**src/rtl/intc_cmd_pkg.sv**
```systemverilog
package intc_cmd_pkg;
  localparam int DATA_W = 8;
  localparam int IDX_W  = $clog2(DATA_W);
  localparam int CMD_W  = 3;

  typedef enum logic [1:0] {
    ST_NORMAL  = 2'd0,
    ST_BASE    = 2'd1,
    ST_CASCADE = 2'd2,
    ST_MODE    = 2'd3
  } initStep_t;

  typedef struct packed {
    logic              initStart;
    logic              fourthWord;
    logic              baseLoad;
    logic              modeLoad;
    logic              maskLoad;
    logic              pollSet;
    logic              selLoad;
    logic              smLoad;
    logic              raeoiLoad;
    logic              readGo;
    logic              readAddr;
    logic [DATA_W-1:0] data;
  } ctrlStrobe_t;
endpackage

```
**src/rtl/intc_cmd_ctrl.sv**
```systemverilog
module intc_cmd_ctrl
  import intc_cmd_pkg::*;
(
  input  logic              clk,
  input  logic              rstN,
  input  logic              wrEn,
  input  logic              rdEn,
  input  logic              addr,
  input  logic [DATA_W-1:0] wrData,
  output ctrlStrobe_t       strobe,
  output logic              lvlClear,
  output logic              eoiValid,
  output logic              eoiSpecific,
  output logic              eoiRotate,
  output logic [IDX_W-1:0]  eoiIndex,
  output logic              rotLoad,
  output logic [IDX_W-1:0]  rotValue
);
  initStep_t        step, stepNext;
  logic             fourthQ;
  logic [CMD_W-1:0] cmdField;
  logic             isInit, isCtl, isCmd, dataWr, isEoi, isRotSet;

  assign cmdField = wrData[DATA_W-1 -: CMD_W];
  assign isInit   = wrEn && !addr && wrData[4];
  assign isCtl    = wrEn && !addr && !wrData[4] && wrData[3];
  assign isCmd    = wrEn && !addr && !wrData[4] && !wrData[3];
  assign dataWr   = wrEn && addr;
  assign isEoi    = isCmd && cmdField[0];
  assign isRotSet = isCmd && (cmdField == 3'd6);

  always_comb begin
    strobe            = '0;
    strobe.initStart  = isInit;
    strobe.fourthWord = wrData[0];
    strobe.baseLoad   = dataWr && (step == ST_BASE);
    strobe.modeLoad   = dataWr && (step == ST_MODE);
    strobe.maskLoad   = dataWr && (step == ST_NORMAL);
    strobe.pollSet    = isCtl && wrData[2];
    strobe.selLoad    = isCtl && wrData[1];
    strobe.smLoad     = isCtl && wrData[6];
    strobe.raeoiLoad  = isCmd && (cmdField[1:0] == 2'b00);
    strobe.readGo     = rdEn && !wrEn;
    strobe.readAddr   = addr;
    strobe.data       = wrData;
  end

  always_comb begin
    stepNext = step;
    if (isInit) begin
      stepNext = ST_BASE;
    end else if (dataWr) begin
      case (step)
        ST_BASE:    stepNext = ST_CASCADE;
        ST_CASCADE: stepNext = fourthQ ? ST_MODE : ST_NORMAL;
        ST_MODE:    stepNext = ST_NORMAL;
        default:    stepNext = ST_NORMAL;
      endcase
    end
  end

  always_ff @(posedge clk) begin
    if (!rstN) begin
      step        <= ST_NORMAL;
      fourthQ     <= 1'b0;
      lvlClear    <= 1'b0;
      eoiValid    <= 1'b0;
      eoiSpecific <= 1'b0;
      eoiRotate   <= 1'b0;
      eoiIndex    <= '0;
      rotLoad     <= 1'b0;
      rotValue    <= '0;
    end else begin
      step        <= stepNext;
      if (isInit) fourthQ <= wrData[0];
      lvlClear    <= isInit;
      eoiValid    <= isEoi;
      eoiSpecific <= isEoi && cmdField[1];
      eoiRotate   <= isEoi && cmdField[2];
      eoiIndex    <= isEoi ? wrData[IDX_W-1:0] : '0;
      rotLoad     <= isInit || isRotSet;
      rotValue    <= isRotSet ? IDX_W'(wrData[IDX_W-1:0] + 1'b1) : '0;
    end
  end


  init_rot_chk: assert property (@(posedge clk) disable iff (!rstN)
    lvlClear |-> (rotLoad && rotValue == '0));

  eoi_src_chk: assert property (@(posedge clk) disable iff (!rstN)
    eoiValid |-> $past(wrEn && !addr && wrData[4:3] == 2'b00));

  rot_set_chk: assert property (@(posedge clk) disable iff (!rstN)
    (wrEn && !addr && wrData[7:3] == 5'b11000) |=>
      (rotLoad && rotValue == IDX_W'($past(wrData[IDX_W-1:0]) + 1'b1)));

  step_seq_chk: assert property (@(posedge clk) disable iff (!rstN)
    (step == ST_MODE && dataWr && !isInit) |=> step == ST_NORMAL);
endmodule

```
**src/rtl/intc_cmd_regs.sv**
```systemverilog
module intc_cmd_regs
  import intc_cmd_pkg::*;
(
  input  logic              clk,
  input  logic              rstN,
  input  ctrlStrobe_t       strobe,
  input  logic [DATA_W-1:0] reqVec,
  input  logic [DATA_W-1:0] svcVec,
  input  logic [DATA_W-1:0] pollCode,
  output logic [DATA_W-1:0] maskQ,
  output logic [DATA_W-1:0] vecBase,
  output logic              nestedMode,
  output logic              autoEoi,
  output logic              rotOnAutoEoi,
  output logic              specialMask,
  output logic              readInService,
  output logic              pollPending,
  output logic              pollTake,
  output logic [DATA_W-1:0] rdData
);
  localparam logic [DATA_W-1:0] BASE_KEEP = ~DATA_W'((1 << IDX_W) - 1);

  always_ff @(posedge clk) begin
    if (!rstN) begin
      maskQ         <= '0;
      vecBase       <= '0;
      nestedMode    <= 1'b0;
      autoEoi       <= 1'b0;
      rotOnAutoEoi  <= 1'b0;
      specialMask   <= 1'b0;
      readInService <= 1'b0;
      pollPending   <= 1'b0;
      pollTake      <= 1'b0;
      rdData        <= '0;
    end else begin
      pollTake <= 1'b0;
      if (strobe.initStart) begin
        maskQ         <= '0;
        specialMask   <= 1'b0;
        readInService <= 1'b0;
        if (!strobe.fourthWord) begin
          nestedMode <= 1'b0;
          autoEoi    <= 1'b0;
        end
      end
      if (strobe.baseLoad) vecBase <= strobe.data & BASE_KEEP;
      if (strobe.modeLoad) begin
        nestedMode <= strobe.data[4];
        autoEoi    <= strobe.data[1];
      end
      if (strobe.maskLoad)  maskQ         <= strobe.data;
      if (strobe.pollSet)   pollPending   <= 1'b1;
      if (strobe.selLoad)   readInService <= strobe.data[0];
      if (strobe.smLoad)    specialMask   <= strobe.data[5];
      if (strobe.raeoiLoad) rotOnAutoEoi  <= strobe.data[7];
      if (strobe.readGo) begin
        if (pollPending) begin
          rdData      <= pollCode;
          pollPending <= 1'b0;
          pollTake    <= 1'b1;
        end else if (strobe.readAddr) begin
          rdData <= maskQ;
        end else begin
          rdData <= readInService ? svcVec : reqVec;
        end
      end
    end
  end


  rd_hold_chk: assert property (@(posedge clk) disable iff (!rstN)
    !strobe.readGo |=> $stable(rdData));

  poll_take_chk: assert property (@(posedge clk) disable iff (!rstN)
    pollTake |-> !pollPending);

  init_mask_chk: assert property (@(posedge clk) disable iff (!rstN)
    strobe.initStart |=> (maskQ == '0 && !specialMask && !readInService));

  mask_load_chk: assert property (@(posedge clk) disable iff (!rstN)
    strobe.maskLoad |=> maskQ == $past(strobe.data));
endmodule

```
**src/rtl/intc_cmd_decoder.sv**
```systemverilog
module intc_cmd_decoder
  import intc_cmd_pkg::*;
(
  input  logic             clk,
  input  logic             rstN,
  input  logic             wrEn,
  input  logic             rdEn,
  input  logic             addr,
  input  logic [7:0]       wrData,
  output logic [7:0]       rdData,
  input  logic [7:0]       reqVec,
  input  logic [7:0]       svcVec,
  input  logic [7:0]       pollCode,
  output logic [7:0]       maskOut,
  output logic [7:0]       vecBase,
  output logic             nestedMode,
  output logic             autoEoi,
  output logic             rotOnAutoEoi,
  output logic             specialMask,
  output logic             readInService,
  output logic             pollPending,
  output logic             pollTake,
  output logic             lvlClear,
  output logic             eoiValid,
  output logic             eoiSpecific,
  output logic             eoiRotate,
  output logic [2:0]       eoiIndex,
  output logic             rotLoad,
  output logic [2:0]       rotValue
);
  ctrlStrobe_t strobe;

  intc_cmd_ctrl ctrl_i (
    .clk(clk), .rstN(rstN), .wrEn(wrEn), .rdEn(rdEn), .addr(addr),
    .wrData(wrData), .strobe(strobe), .lvlClear(lvlClear),
    .eoiValid(eoiValid), .eoiSpecific(eoiSpecific), .eoiRotate(eoiRotate),
    .eoiIndex(eoiIndex), .rotLoad(rotLoad), .rotValue(rotValue)
  );

  intc_cmd_regs regs_i (
    .clk(clk), .rstN(rstN), .strobe(strobe), .reqVec(reqVec),
    .svcVec(svcVec), .pollCode(pollCode), .maskQ(maskOut),
    .vecBase(vecBase), .nestedMode(nestedMode), .autoEoi(autoEoi),
    .rotOnAutoEoi(rotOnAutoEoi), .specialMask(specialMask),
    .readInService(readInService), .pollPending(pollPending),
    .pollTake(pollTake), .rdData(rdData)
  );
endmodule

```
**config.mk**
```make
export PLATFORM = sky130hd
export DESIGN_NAME = intc_cmd_decoder
export DESIGN_NICKNAME = d
export VERILOG_FILES = /design/src/rtl/intc_cmd_pkg.sv /design/src/rtl/intc_cmd_ctrl.sv /design/src/rtl/intc_cmd_regs.sv /design/src/rtl/intc_cmd_decoder.sv
export SDC_FILE = /design/constraint.sdc
export NUM_CORES = 1
export LEC_CHECK = 0
export BUFFER_PORTS_ARGS = -buffer_cell sky130_fd_sc_hd__clkbuf_2
export CAP_MARGIN = 20
export CORE_UTILIZATION = 52
export CTS_CLUSTER_SIZE = 14
export DETAILED_ROUTE_END_ITERATION = 7
export PLACE_DENSITY = 0.83
export SLEW_MARGIN = 10
export SYNTH_ARGS = -nofsm -noshare
export SYNTH_HDL_FRONTEND = slang
export SYNTH_HIERARCHICAL = 1
export SYNTH_SLANG_ARGS = --single-unit
```
**constraint.sdc**
```tcl
create_clock -name clk -period 2.71 [get_ports clk]
set_input_delay 0.4065 -clock clk [delete_from_list [all_inputs] [get_ports clk]]
set_output_delay 0.4065 -clock clk [all_outputs]
set_load 0.005 [all_outputs]
```
# ---- Word level (Yosys, flattened, before mapping)
# Cells that the tools add are included.
dict set report classes {
  n_eq_ne 5
  reduce_logical 35
  mux 20
  n_bitwise 1
  magnitude_cmp 0
  div_mod_pow 0
  n_addsub 1
  shift 0
  n_mul 0
}
# op n
set ops {}
lappend ops {{two-way mux 8 bit} 5}
lappend ops {{logical AND 1 bit} 18}
lappend ops {{two-way mux 1 bit} 13}
lappend ops {{nonzero test 2 bit} 5}
lappend ops {{AND reduction 2 bit} 4}
lappend ops {{== test 2 bit (second input constant)} 2}
lappend ops {{logical NOT 1 bit} 4}
lappend ops {{logical NOT 2 bit} 2}
lappend ops {{case mux 2 bit (2 select lines)} 1}
lappend ops {{adder 3 x 1 -> 3 bit (second input constant)} 1}
lappend ops {{== test 3 bit (second input constant)} 1}
lappend ops {{== test 2 x 1 -> 1 bit (second input constant)} 1}
lappend ops {{two-way mux 2 bit} 1}
lappend ops {{!= test 2 x 1 -> 1 bit (second input constant)} 1}
lappend ops {{OR reduction 2 bit} 1}
lappend ops {{logical OR 1 bit} 1}
lappend ops {{NOT 1 bit} 1}
dict set report word_totals {
  output_inout_bits 42
  latchBits 0
  n_memories 0
  in_bits 37
  mem_bits_rw 0
  ff_bits 42
  romBits 0
}

# ---- Depth between registers and ports, before layout
dict set report logic_depth {
  depth_word 8
  depth_mapped 8
}

# ---- By module
# Netlist, hierarchy kept.
# module instances area_each_um2 cells_each seq_area_each_um2
set modules_own_cells {}
lappend modules_own_cells {intc_cmd_regs 1 1376.3 131 560.5}
lappend modules_own_cells {intc_cmd_ctrl 1 700.7 79 280.3}

# ---- Worst setup path before layout
# OpenSTA, ideal clock, no wires.
dict set report synth_path {
  path_kind {reg-to-reg}
  start {register ctrl_i.step[0]}
  end {register regs_i.maskQ[3]}
  period_less_slack_ps 1411
  setup_slack_ps 1299
  arrival_ps 1346
  required_ps 2645
  path_stages_with_launch 9
  path_cell_list {dfxtp_1 > inv_1 > ha_1 > and3_2 > buf_2 > buf_6 > nor3b_2 > a21oi_1 > nor2b_1}
}
# element line
set synth_rtl {}
lappend synth_rtl {{from (decl)} intc_cmd_ctrl.sv:19} ;# initStep_t step, stepNext;
lappend synth_rtl {{from (signal assigned)} intc_cmd_ctrl.sv:74} ;# step <= stepNext;
lappend synth_rtl {{to (signal assigned)} intc_cmd_regs.sv:51} ;# if (strobe.maskLoad) maskQ <= strobe.data;
lappend synth_rtl {{to (decl)} intc_cmd_regs.sv:10} ;# output logic [DATA_W-1:0] maskQ,

# ---- Worst setup path in the final report
dict set report layout_path {
  start {register regs_i.readInService}
  end {output readInService}
}
# element line
set layout_rtl {}
lappend layout_rtl {{from (decl)} intc_cmd_regs.sv:16} ;# output logic readInService,
lappend layout_rtl {{from (signal assigned)} intc_cmd_regs.sv:53} ;# if (strobe.selLoad) readInService <= strobe.data[0];
lappend layout_rtl {{to (decl)} intc_cmd_decoder.sv:20} ;# output logic readInService,
# No word-level cell between the ends.

==> impl_results.md <==
- Worst Path Arrival: 1.22 ns
- Hpwl dp: 3.06 mm
- Area grow syn2layout: 17.2%
- Clock latency on the worst-skew pair: 0.29 ns
- Routed length per placed instance: about 13 microns
- Startpoint types: flop
- Buf+Inv Stages, Crit Path: 1
- Port Buffer Count: 75
- Vias per cell: 5.11
- Pwr/cell area: around 530 nW/um^2
- Worst EP required: 2.30 ns
- # diodes: 0
- Hold buffer count at CTS: 0
- Clock-pin transition on the worst setup and hold timing paths: roughly 0.08 ns
- Cts repair resizes: 0
- Worst slew pin tran: roughly 0.60 ns
- Share of cells above drive strength 1: a little under two fifths
- Setup tns final: 0 ns
- Die X: roughly 65 microns
- Die Y: around 65 microns
- Critical Path Max Stage Delay: around 0.71 ns
- Num CTS Buffers: 5
- Mux share of post-synthesis cell area: between 10 and 15%
- Crit path max-delay cell type: dfxtp_1
- Syn Inst Count: 210
- Crit end category: output port
- Met3 Usage GRT: ~5.2%
- Setup Buffers After CTS: 0
- Starting Density: between 50% and 60%
- Fin crit period: between 1.5 and 2 ns
- Worst path cell trace: clkbuf_2
- Vias: 1620
- FP Rows: 22
- Initial antenna violation count: 0
- Clock Tree Buf Depth: 2
- Post-synthesis sequential area ratio: between 40 and 50%
- Max-cap viol count: 0
- Yosys Warn Count: 6
- VDD IR-drop max: about 0.37 mV
- Mapped cell area: approximately 2100 sq um
- CORE AREA: between 3000 and 4000 sq um
- Clock Sinks: 42
- Finished Layout Cells: approximately 320
- Largest family of logic cells by synthesized area: simple AND/OR/NAND/NOR gates
- Gr usage total: between 20% and 30%
- Routability cong.: around 0.81
- Leakage: about 1.2 nW
- Placed cell count: 310
- Endpoints failing hold: 0
- Xor-xnor portion of the synthesized cell area: less than 1%
- CP top delay family: flip-flops
- Compound-gate portion of the synthesized area: about 10%
- CTS tree: yes
- # DRC: 0
- Final Setup Violations: 0
- Pin count of the biggest net entering global routing: 33
- Clock H-tree levels: 2
- Busiest grt layer: met2
- Slew HR: between 60 and 70%
- Fmax: around 620 MHz
- DR iter-0 viols: 58
- Die ar.: 4250 sq um
- Adder-cell share of the synthesized area: around 3.0%
- Met1 usage: around a quarter
- Post-layout util: around 65%
- Final count of pins violating max slew: 0
- RSZ-0062 raised after global routing: false
- Power Total: ~1.3 mW
- Cell variety after synth: 36
- Nets: ~310
- Root Buffer: clkbuf_8
- First-pass GRT wire length: ~6.6 mm
- Most frequent cells in the layout: 75 x clkbuf_2, 42 x dfxtp_1, 19 x a21oi_1, 18 x nor2b_1, 16 x mux2i_1
- Hold WS: approximately 0.37 ns
- Worst-path fanout max: 10
- Routed Antenna Nets: 0
- Hold crit path type: in -> reg
- Syn_area_per_cell: about 9.9 sq um
- Status: finished clean
- GR Overflow Total: 0
- Final clock skew: about 0.0082 ns
- Grt met2 use: 33.1%
- #FFs+latches synth: 42
- Post-Synth Simple-Gate Area: between 20 and 25%
- Commonest non-fill, non-tap cell in the layout: clkbuf_2
- Tcrit/Tclk final: between 50% and 60%
- Crit Path Class: reg -> out
- DRT Wirelength: 4.12 mm
- Drt pass-1 iters: 4
- Vias in the first global route: roughly 1500
- Ports: 79
==> power by group <==
| part | total [mW] | switching, mW | internal (mW) | leakage [nW] |
|---|---|---|---|---|
| sequential | 0.645 | 0.0108 | 0.634 | 0.341 |
| combinational | 0.143 | 0.0709 | 0.0717 | 0.763 |
| clock | 0.495 | 0.200 | 0.295 | 0.0573 |
==> metal layers <==
metal / wire length [microns] / vias to the layer above / share of wire, %
met4: 60 / 0 / 1.5
li1: - / 816 / -
met1: 1890 / 736 / 46
met5: 0 / - / 0
met3: 303 / 6 / 7.4
met2: 1870 / 62 / 45
==> logic make-up after synthesis <==
| kind of cell | Yosys count |
|---|---|
| AOI/OAI and AO/OA | 32 |
| and+or+nand+nor | 68 |
| DFF | 42 |
| muxes | 24 |
| adders and majority gates | 5 |
| other | 1 |
| xor gates and xnor gates | 1 |
| buffers and inverters | 37 |
==> per-stage QoR <==
step                      area, sq um  worst slack [ns]
after CTS                        2430              1.08
after floorplan                  2080              1.30
final                            2430              1.09
after global placement           2320             0.945
after detailed placement         2320             0.912
after global routing             2430              1.03
==> cells in the mapped netlist <==
| cell type | number | area share, % |
|---|---|---|
| and3_1 | 1 | 0.30 |
| a21boi_1 | 2 | 0.72 |
| mux2_4 | 8 | 5.8 |
| clkdlybuf4s18_2 | 1 | 0.48 |
| and2b_2 | 2 | 0.84 |
| o221ai_1 | 7 | 3.0 |
| nor3b_2 | 3 | 1.8 |
| a31oi_1 | 1 | 0.30 |
| a21oi_1 | 19 | 4.6 |
| and2_1 | 4 | 1.2 |
| conb_1 | 1 | 0.18 |
| buf_2 | 4 | 0.96 |
| or3b_1 | 1 | 0.42 |
| buf_4 | 14 | 5.1 |
| a211oi_2 | 1 | 0.60 |
| o211ai_1 | 1 | 0.36 |
| nand2_2 | 1 | 0.30 |
| nor3_1 | 1 | 0.24 |
| dfxtp_1 | 42 | 40 |
| and3_2 | 3 | 1.1 |
| buf_6 | 4 | 2.2 |
| ha_1 | 5 | 3.0 |
| and3b_1 | 2 | 0.84 |
| nand4_1 | 3 | 0.90 |
| o211a_1 | 1 | 0.48 |
| nor2b_1 | 18 | 5.4 |
| inv_1 | 12 | 2.2 |
| mux2i_1 | 16 | 7.7 |
| nand2b_1 | 1 | 0.30 |
| clkbuf_8 | 1 | 0.66 |
| nand3b_1 | 4 | 1.4 |
| nand2_1 | 6 | 1.1 |
| nor3b_1 | 7 | 2.5 |
| clkbuf_1 | 1 | 0.18 |
| nor2_1 | 11 | 2.0 |
| xnor2_1 | 1 | 0.42 |
==> registers in the layout (all words and copies together) (netlist names), 2 cells and up <==
register	count
ctrl_i/eoiIndex	3
ctrl_i/step	2
regs_i/maskQ	8
ctrl_i/rotValue	3
regs_i/vecBase	5
regs_i/rdData	8
==> path summary, 6_finish.rpt <==
path,from,end,slack [ns],depth (start not counted)
min reg2reg,regs_i/autoEoi$_SDFFE_PN0P_,regs_i/autoEoi$_SDFFE_PN0P_,0.49,2
max reg2reg,ctrl_i/step[0]$_SDFFE_PN0P_,regs_i/maskQ[2]$_SDFFE_PN0P_,1.22,6
min,wrData[7],ctrl_i/eoiRotate$_SDFF_PN0_,0.37,3
max,regs_i/readInService$_SDFFE_PN0P_,readInService,1.09,1
==> cell type report <==
type / instances / area (sq um)
clock buffer: 6 / 82.6
tap: 48 / 60.1
multi-input combinational: 133 / 1000
clock inverter: 1 / 30.0
fill: 330 / 1310
inverter: 12 / 45.0
timing repair buffer: 75 / 375
sequential: 42 / 841
(Power assumes the default switching activity.)
